===== src/rtl/tws_mgmt_pkg.sv =====
package tws_mgmt_pkg;

  typedef enum logic [2:0] {
    ST_IDLE,
    ST_ADDR,
    ST_ADDR_ACK,
    ST_WR,
    ST_WR_ACK,
    ST_RD,
    ST_RD_ACK
  } bus_st_t;

  typedef enum logic [1:0] {
    SRC_LOW,
    SRC_AUX,
    SRC_UP,
    SRC_ZERO
  } rd_src_t;

  localparam logic [7:0] PAGE_REG_ADDR = 8'd127;

  function automatic logic [7:0] ptr_next(input logic [7:0] p);
    return {p[7], p[6:0] + 7'd1};
  endfunction

endpackage


===== src/rtl/tws_line_sync.sv =====
module tws_line_sync #(
  parameter int STAGES = 2
) (
  input  logic clk,
  input  logic rst,
  input  logic scl_in,
  input  logic sda_in,
  input  logic sel_n,
  output logic sda_s,
  output logic desel_s,
  output logic scl_rise,
  output logic scl_fall,
  output logic start_det,
  output logic stop_det
);

  logic [STAGES-1:0] scl_ff, sda_ff, sel_ff;
  logic scl_d, sda_d, scl_s;

  always_ff @(posedge clk) begin
    if (rst) begin
      scl_ff <= '1;
      sda_ff <= '1;
      sel_ff <= '1;
      scl_d  <= 1'b1;
      sda_d  <= 1'b1;
    end else begin
      scl_ff <= {scl_ff[STAGES-2:0], scl_in};
      sda_ff <= {sda_ff[STAGES-2:0], sda_in};
      sel_ff <= {sel_ff[STAGES-2:0], sel_n};
      scl_d  <= scl_ff[STAGES-1];
      sda_d  <= sda_ff[STAGES-1];
    end
  end

  assign scl_s     = scl_ff[STAGES-1];
  assign sda_s     = sda_ff[STAGES-1];
  assign desel_s   = sel_ff[STAGES-1];
  assign scl_rise  = scl_s & ~scl_d;
  assign scl_fall  = ~scl_s & scl_d;
  assign start_det = scl_s & scl_d & sda_d & ~sda_s;
  assign stop_det  = scl_s & scl_d & ~sda_d & sda_s;

endmodule


===== src/rtl/tws_target_fsm.sv =====
module tws_target_fsm
  import tws_mgmt_pkg::*;
#(
  parameter logic [6:0] DEV_ADDR = 7'h50
) (
  input  logic       clk,
  input  logic       rst,
  input  logic       ready,
  input  logic       desel,
  input  logic       sda_s,
  input  logic       scl_rise,
  input  logic       scl_fall,
  input  logic       start_det,
  input  logic       stop_det,
  input  logic [7:0] rd_data,
  output logic       sda_pull,
  output logic       wr_en,
  output logic [7:0] wr_addr,
  output logic [7:0] wr_data,
  output logic       rd_en,
  output logic [7:0] rd_addr
);

  bus_st_t    state;
  logic [3:0] bit_cnt;
  logic [7:0] rx_sr, tx_sr, ptr;
  logic       rw, first, mack;

  assign rd_addr = ptr;

  always_ff @(posedge clk) begin
    if (rst) begin
      state    <= ST_IDLE;
      bit_cnt  <= '0;
      rx_sr    <= '0;
      tx_sr    <= '0;
      ptr      <= '0;
      rw       <= 1'b0;
      first    <= 1'b0;
      mack     <= 1'b0;
      sda_pull <= 1'b0;
      wr_en    <= 1'b0;
      wr_addr  <= '0;
      wr_data  <= '0;
      rd_en    <= 1'b0;
    end else begin
      wr_en <= 1'b0;
      rd_en <= 1'b0;
      if (!ready || desel) begin
        state    <= ST_IDLE;
        sda_pull <= 1'b0;
      end else if (start_det) begin
        state    <= ST_ADDR;
        bit_cnt  <= '0;
        sda_pull <= 1'b0;
      end else if (stop_det) begin
        state    <= ST_IDLE;
        sda_pull <= 1'b0;
      end else begin
        unique case (state)
          ST_ADDR: begin
            if (scl_rise && bit_cnt != 4'd8) begin
              rx_sr   <= {rx_sr[6:0], sda_s};
              bit_cnt <= bit_cnt + 4'd1;
            end else if (scl_fall && bit_cnt == 4'd8) begin
              if (rx_sr[7:1] == DEV_ADDR) begin
                sda_pull <= 1'b1;
                rw       <= rx_sr[0];
                rd_en    <= rx_sr[0];
                state    <= ST_ADDR_ACK;
              end else begin
                state <= ST_IDLE;
              end
            end
          end
          ST_ADDR_ACK: begin
            if (scl_fall) begin
              bit_cnt <= '0;
              if (rw) begin
                tx_sr    <= rd_data;
                sda_pull <= ~rd_data[7];
                state    <= ST_RD;
              end else begin
                sda_pull <= 1'b0;
                first    <= 1'b1;
                state    <= ST_WR;
              end
            end
          end
          ST_WR: begin
            if (scl_rise && bit_cnt != 4'd8) begin
              rx_sr   <= {rx_sr[6:0], sda_s};
              bit_cnt <= bit_cnt + 4'd1;
            end else if (scl_fall && bit_cnt == 4'd8) begin
              sda_pull <= 1'b1;
              state    <= ST_WR_ACK;
              if (first) begin
                ptr <= rx_sr;
              end else begin
                wr_en   <= 1'b1;
                wr_addr <= ptr;
                wr_data <= rx_sr;
                ptr     <= ptr_next(ptr);
              end
            end
          end
          ST_WR_ACK: begin
            if (scl_fall) begin
              sda_pull <= 1'b0;
              first    <= 1'b0;
              bit_cnt  <= '0;
              state    <= ST_WR;
            end
          end
          ST_RD: begin
            if (scl_rise && bit_cnt != 4'd8) begin
              bit_cnt <= bit_cnt + 4'd1;
            end else if (scl_fall) begin
              if (bit_cnt == 4'd8) begin
                sda_pull <= 1'b0;
                mack     <= 1'b0;
                ptr      <= ptr_next(ptr);
                rd_en    <= 1'b1;
                state    <= ST_RD_ACK;
              end else begin
                tx_sr    <= {tx_sr[6:0], 1'b0};
                sda_pull <= ~tx_sr[6];
              end
            end
          end
          ST_RD_ACK: begin
            if (scl_rise) begin
              mack <= ~sda_s;
            end else if (scl_fall) begin
              if (mack) begin
                tx_sr    <= rd_data;
                sda_pull <= ~rd_data[7];
                bit_cnt  <= '0;
                state    <= ST_RD;
              end else begin
                state <= ST_IDLE;
              end
            end
          end
          default: ;
        endcase
      end
    end
  end

endmodule


===== src/rtl/tws_page_mem.sv =====
module tws_page_mem
  import tws_mgmt_pkg::*;
#(
  parameter int                  UP_PAGES     = 4,
  parameter logic [UP_PAGES-1:0] PAGE_PRESENT = 4'b1001,
  parameter int                  MON_BASE     = 22,
  parameter int                  MON_CNT      = 4
) (
  input  logic                   clk,
  input  logic                   rst,
  input  logic                   wr_en,
  input  logic [7:0]             wr_addr,
  input  logic [7:0]             wr_data,
  input  logic                   rd_en,
  input  logic [7:0]             rd_addr,
  input  logic [MON_CNT*16-1:0]  mon_words,
  output logic [7:0]             rd_data
);

  localparam int         HALF   = 128;
  localparam int         PW     = (UP_PAGES > 1) ? $clog2(UP_PAGES) : 1;
  localparam int         MW     = (MON_CNT > 1) ? $clog2(MON_CNT) : 1;
  localparam logic [7:0] NPG    = 8'(UP_PAGES);
  localparam logic [7:0] MON_LO = 8'(MON_BASE);
  localparam logic [7:0] MON_HI = 8'(MON_BASE + 2 * MON_CNT);

  logic [7:0]    page_sel;
  logic [7:0]    lo_ram [HALF];
  logic [7:0]    lo_q, aux_q;
  logic [7:0]    up_q [UP_PAGES];
  logic [7:0]    snap [MON_CNT];
  logic [15:0]   mon_arr [MON_CNT];
  rd_src_t       src_q;
  logic [PW-1:0] upi_q;
  logic          mon_hit;
  logic [7:0]    mon_off;
  logic [MW-1:0] mon_idx;

  for (genvar i = 0; i < MON_CNT; i++) begin : g_mon
    assign mon_arr[i] = mon_words[i*16 +: 16];
  end

  assign mon_hit = (rd_addr >= MON_LO) && (rd_addr < MON_HI);
  assign mon_off = rd_addr - MON_LO;
  assign mon_idx = mon_off[MW:1];

  always_ff @(posedge clk) begin
    if (rst) begin
      page_sel <= '0;
    end else if (wr_en && wr_addr == PAGE_REG_ADDR) begin
      page_sel <= wr_data;
    end
  end

  always_ff @(posedge clk) begin
    if (wr_en && !wr_addr[7]) lo_ram[wr_addr[6:0]] <= wr_data;
    if (rd_en) lo_q <= lo_ram[rd_addr[6:0]];
  end

  for (genvar p = 0; p < UP_PAGES; p++) begin : g_page
    if (PAGE_PRESENT[p]) begin : g_ram
      logic [7:0] ram [HALF];
      logic [7:0] q;
      always_ff @(posedge clk) begin
        if (wr_en && wr_addr[7] && page_sel == 8'(p)) ram[wr_addr[6:0]] <= wr_data;
        if (rd_en && rd_addr[7]) q <= ram[rd_addr[6:0]];
      end
      assign up_q[p] = q;
    end else begin : g_none
      assign up_q[p] = '0;
    end
  end

  always_ff @(posedge clk) begin
    if (rst) begin
      src_q <= SRC_ZERO;
      upi_q <= '0;
      aux_q <= '0;
      for (int i = 0; i < MON_CNT; i++) snap[i] <= '0;
    end else if (rd_en) begin
      if (rd_addr[7]) begin
        if (page_sel < NPG) begin
          src_q <= SRC_UP;
          upi_q <= page_sel[PW-1:0];
        end else begin
          src_q <= SRC_ZERO;
        end
      end else if (rd_addr == PAGE_REG_ADDR) begin
        src_q <= SRC_AUX;
        aux_q <= page_sel;
      end else if (mon_hit) begin
        src_q <= SRC_AUX;
        if (mon_off[0]) begin
          aux_q <= snap[mon_idx];
        end else begin
          aux_q         <= mon_arr[mon_idx][15:8];
          snap[mon_idx] <= mon_arr[mon_idx][7:0];
        end
      end else begin
        src_q <= SRC_LOW;
      end
    end
  end

  always_comb begin
    unique case (src_q)
      SRC_LOW: rd_data = lo_q;
      SRC_AUX: rd_data = aux_q;
      SRC_UP:  rd_data = up_q[upi_q];
      default: rd_data = '0;
    endcase
  end

endmodule


===== src/rtl/tws_mgmt_target.sv =====
module tws_mgmt_target #(
  parameter logic [6:0]          DEV_ADDR     = 7'h50,
  parameter int                  INIT_CYCLES  = 4000,
  parameter int                  UP_PAGES     = 4,
  parameter logic [UP_PAGES-1:0] PAGE_PRESENT = 4'b1001,
  parameter int                  MON_BASE     = 22,
  parameter int                  MON_CNT      = 4,
  parameter int                  SYNC_STAGES  = 2
) (
  input  logic                  clk,
  input  logic                  rst,
  input  logic                  sel_n,
  input  logic                  scl_in,
  input  logic                  sda_in,
  output logic                  sda_pull,
  input  logic [MON_CNT*16-1:0] mon_words
);

  localparam int CW = $clog2(INIT_CYCLES + 1);

  logic [CW-1:0] init_cnt;
  logic          init_done;
  logic          sda_s, desel_s, scl_rise, scl_fall, start_det, stop_det;
  logic          wr_en, rd_en;
  logic [7:0]    wr_addr, wr_data, rd_addr, rd_data;

  always_ff @(posedge clk) begin
    if (rst) begin
      init_cnt  <= '0;
      init_done <= 1'b0;
    end else if (!init_done) begin
      if (init_cnt == CW'(INIT_CYCLES - 1)) init_done <= 1'b1;
      else                                  init_cnt  <= init_cnt + 1'b1;
    end
  end

  tws_line_sync #(.STAGES(SYNC_STAGES)) u_sync (
    .clk       (clk),
    .rst       (rst),
    .scl_in    (scl_in),
    .sda_in    (sda_in),
    .sel_n     (sel_n),
    .sda_s     (sda_s),
    .desel_s   (desel_s),
    .scl_rise  (scl_rise),
    .scl_fall  (scl_fall),
    .start_det (start_det),
    .stop_det  (stop_det)
  );

  tws_target_fsm #(.DEV_ADDR(DEV_ADDR)) u_fsm (
    .clk       (clk),
    .rst       (rst),
    .ready     (init_done),
    .desel     (desel_s),
    .sda_s     (sda_s),
    .scl_rise  (scl_rise),
    .scl_fall  (scl_fall),
    .start_det (start_det),
    .stop_det  (stop_det),
    .rd_data   (rd_data),
    .sda_pull  (sda_pull),
    .wr_en     (wr_en),
    .wr_addr   (wr_addr),
    .wr_data   (wr_data),
    .rd_en     (rd_en),
    .rd_addr   (rd_addr)
  );

  tws_page_mem #(
    .UP_PAGES     (UP_PAGES),
    .PAGE_PRESENT (PAGE_PRESENT),
    .MON_BASE     (MON_BASE),
    .MON_CNT      (MON_CNT)
  ) u_mem (
    .clk       (clk),
    .rst       (rst),
    .wr_en     (wr_en),
    .wr_addr   (wr_addr),
    .wr_data   (wr_data),
    .rd_en     (rd_en),
    .rd_addr   (rd_addr),
    .mon_words (mon_words),
    .rd_data   (rd_data)
  );

endmodule


===== config.mk =====
export PLATFORM = sky130hd
export DESIGN_NAME = tws_mgmt_target
export DESIGN_NICKNAME = d
export VERILOG_FILES = /design/src/rtl/tws_mgmt_pkg.sv /design/src/rtl/tws_line_sync.sv /design/src/rtl/tws_target_fsm.sv /design/src/rtl/tws_page_mem.sv /design/src/rtl/tws_mgmt_target.sv
export SDC_FILE = /design/constraint.sdc
export NUM_CORES = 2
export LEC_CHECK = 0
export BUFFER_PORTS_ARGS = -buffer_cell sky130_fd_sc_hd__buf_2
export CORE_ASPECT_RATIO = 1.4
export CORE_MARGIN = 2
export CORE_UTILIZATION = 32
export DETAILED_ROUTE_END_ITERATION = 12
export PLACE_DENSITY = 0.43
export SYNTH_ARGS = -nofsm -noshare
export SYNTH_HDL_FRONTEND = slang
export SYNTH_HIERARCHICAL = 1
export SYNTH_SLANG_ARGS = --single-unit

===== constraint.sdc =====
create_clock -name clk -period 15.8 [get_ports clk]
set_input_delay 2.37 -clock clk [delete_from_list [all_inputs] [get_ports clk]]
set_output_delay 2.37 -clock clk [all_outputs]
set_load 0.01 [all_outputs]

==> results.toml <==
[sta]
tns_ps = 0
skew_ps = 55.8
slew_violations = 0
slew_headroom = 0.111
tightest_slew_ps = 1330
period_needed_ps = 5510
setup_slack_ps = 10290
period_share = 0.349
rsz0062_at_grt = "no"
setup_viol = 0
finalHoldViolations = 0
max_freq_mhz = 181

[floorplan]
ios = 70
dieWidth_microns = 536
dieArea_sq_um = 401000
start_util = 0.321
die_y_microns = 749
rows = 273
core_sq_um = 395000

[global_route]
grt_pass1_wl_microns = 542000
grt_remaining_overflow = 0
grt_pass1_vias = 65200
grt_max_degree = 168
antenna_found_initial = 18
grt_util_all_layers = 0.193

[yosys]
synth_fp_nets = 6328
seq_area_frac_synth = 0.756
synth-edff-count = 3128
ys_types = 80
synth_seq_cells = 3221
synthArstFlopShare = 0
synth_area_per_cell_sq_um = 20.3
synth_warnings = 6
syn_inst = 6255
synthFlopType = "edfxtp_1"
netlist_area_sq_um = 127000

[flow_run]
max-cap-violations = 0

[detailed_routing]
drc_errors = 0
drtAntennaViolNets = 0
post_drt_wl_per_cell_microns = 32.8
vias = 62400
vias_per_cell = 5.23
dr.pass1.iters = 5
drt_iter0_drc = 5277
wl_microns = 391000

[pwr]
ir_drop_mv = 0.0868
p_total_mw = 16.9
powerDensity_nw_per_um2 = 118
cellLeakagePower_nw = 42.7

[worst_setup_path]
critPathKind = "flip-flop to flip-flop"
start_kind = "flip-flop"
required_ps = 16550
endpoint_kind = "flip-flop"
path_max_fanout = 46
worstPathArrival_ps = 6260

[clock_tree]
ctsResizeCount = 0
clk_pin_slew_worst_paths_ps = 60
cts-htree-levels = 5
cts_buffers = 329
clk_latency_ps = 910
clock_path_buffers = 4
cts_sinks = 3221
cts_hold_repair.buffers = 0
cts_tree = "done"
cts_root_buf = "clkbuf_16"
postCtsSetupBuffers = 0

[worst_hold_path]
hold_class = "flip-flop to flip-flop"

[cells_and_area]
drive_gt1_frac = 0.238
multi_input_area_sq_um = 29000
num-fill-cells = 36400
regArea_sq_um = 95800
area_delta_synth_final_pct = 13.2
stdcell_count = 11900
num-nets-final = 6519

[place]
gp_routability_congestion = 0.789
pre_cts_ws_ps = 10110
dp_hpwl_microns = 244000
port-buffer-count = 69
placed_cells = 11300

[outcome]
outcome = "finished clean"
Yosys cell counts (all sizes together), types with 36 or more instances:
| cell | number | area (sq um) |
|---|---|---|
| nand2 | 176 | 661 |
| nor2b | 51 | 319 |
| nand3 | 59 | 295 |
| buf | 216 | 1470 |
| mux2i | 370 | 3700 |
| mux2 | 96 | 1080 |
| o21ai | 65 | 325 |
| a22oi | 105 | 788 |
| dfxtp | 93 | 1860 |
| nor2 | 464 | 1750 |
| a211oi | 54 | 405 |
| edfxtp | 3128 | 93900 |
| mux4 | 730 | 16400 |
| o22ai | 92 | 576 |
| a21oi | 109 | 549 |
| clkbuf | 169 | 634 |
| and2 | 36 | 226 |
logic make-up after synthesis:
| family | synth area share |
|---|---|
| flops | 0.756 |
| mux | 0.167 |
| simple gates | 0.0332 |
| compound gates | 0.0263 |
| buf+inv | 0.0170 |
| fa+ha+maj | 0.000395 |
| xor+xnor | 0.000138 |
metrics by stage:
stage	instance area [sq um]	util	hold WS, ps
after floorplan	127000	-	383
after global placement	133000	0.337	396
after detailed placement	133000	0.338	391
after CTS	144000	0.364	405
after global routing	144000	0.364	422
final	144000	0.364	406
routing by layer:
| metal | wire, microns | share of wire | global-route usage | vias up |
|---|---|---|---|---|
| met4 | 13300 | 0.034 | 0.0620 | 0 |
| met2 | 210000 | 0.54 | 0.353 | 1515 |
| met1 | 154000 | 0.39 | 0.235 | 34300 |
| met5 | 0 | 0 | 0 | - |
| met3 | 14600 | 0.037 | 0.0213 | 457 |
| li1 | - | - | - | 26100 |
flip-flops by register name, summed over array words and instances (netlist names), 3 cells and up:
name and flops:
u_mem/g_page.g_ram.ram 2048, u_fsm/wr_addr 8, u_mem/lo_q 8, u_fsm/state 3, u_mem/page_sel 8, u_fsm/rx_sr 8, u_mem/g_page.g_ram.q 16, u_fsm/wr_data 8
u_mem/aux_q 8, u_fsm/rd_addr 8, init_cnt 12, u_fsm/tx_sr 7, u_fsm/bit_cnt 4, u_mem/snap 32, u_mem/lo_ram 1024
path summary, 6_finish.rpt:
check                    from                    endpoint  slack, ps  depth (start not counted)
min reg2reg  u_sync/scl_ff[0]            u_sync/scl_ff[1]        410                          1
max reg2reg  u_fsm/rd_addr[2]  u_mem/g_page[0].g_ram.q[5]      10290                         11
min          u_sync/scl_ff[0]            u_sync/scl_ff[1]        410                          1
max          u_fsm/rd_addr[2]  u_mem/g_page[0].g_ram.q[5]      10290                         11
cells in the final DEF, fill, tap and decap left out, types with 9 or more instances in the layout:
cell | netlist | layout
a31oi_1 | 21 | 21
mux2i_1 | 370 | 370
a22oi_1 | 105 | 105
nand2_1 | 176 | 167
nor2_1 | 462 | 457
nand3_1 | 59 | 59
clkinv_1 | 1 | 62
dfxtp_1 | 93 | 78
nor3_1 | 19 | 19
buf_4 | 43 | 171
clkbuf_16 | 0 | 338
clkinv_2 | 0 | 47
a211oi_1 | 54 | 51
bufinv_16 | 0 | 26
nor2b_1 | 51 | 46
clkbuf_1 | 169 | 69
o31ai_1 | 17 | 16
clkinvlp_4 | 0 | 10
mux4_2 | 730 | 730
o22ai_1 | 92 | 92
nand2b_1 | 17 | 13
a21oi_1 | 108 | 108
buf_2 | 104 | 68
inv_1 | 12 | 12
o21ai_0 | 64 | 64
and2_1 | 34 | 32
or2_1 | 9 | 9
mux2_2 | 95 | 95
clkbuf_8 | 0 | 9
dfxtp_4 | 0 | 14
edfxtp_1 | 3128 | 3128
nand2_2 | 0 | 9
final cells by class:
cell class,instances,share of cell area
flip-flops and latches,3221,0.668
clock inverters,162,0.0106
clock buffers,416,0.0616
well taps,5225,0.0455
repair buffers,245,0.0121
diodes,3,0.0000523
multi-input cells,2636,0.202
inverters,13,0.000340
where the power goes:
group | switching [mW] | internal, mW | total, mW
clock network | 3.30 | 4.38 | 7.69
registers | 0.00277 | 9.22 | 9.23
logic | 0.0187 | 0.0141 | 0.0328
worst max-delay path, cell delays in order, from the launching register on:
cell and delay (ps):
dfxtp_4 610, buf_4 500, buf_4 680, buf_4 740, buf_4 480, mux4_2 280, mux2_2 150, o22ai_1 140
a211oi_1 1090, buf_4 280, a211oi_1 60, a31oi_1 170
No activity file was read; power rests on OpenSTA's default activity.
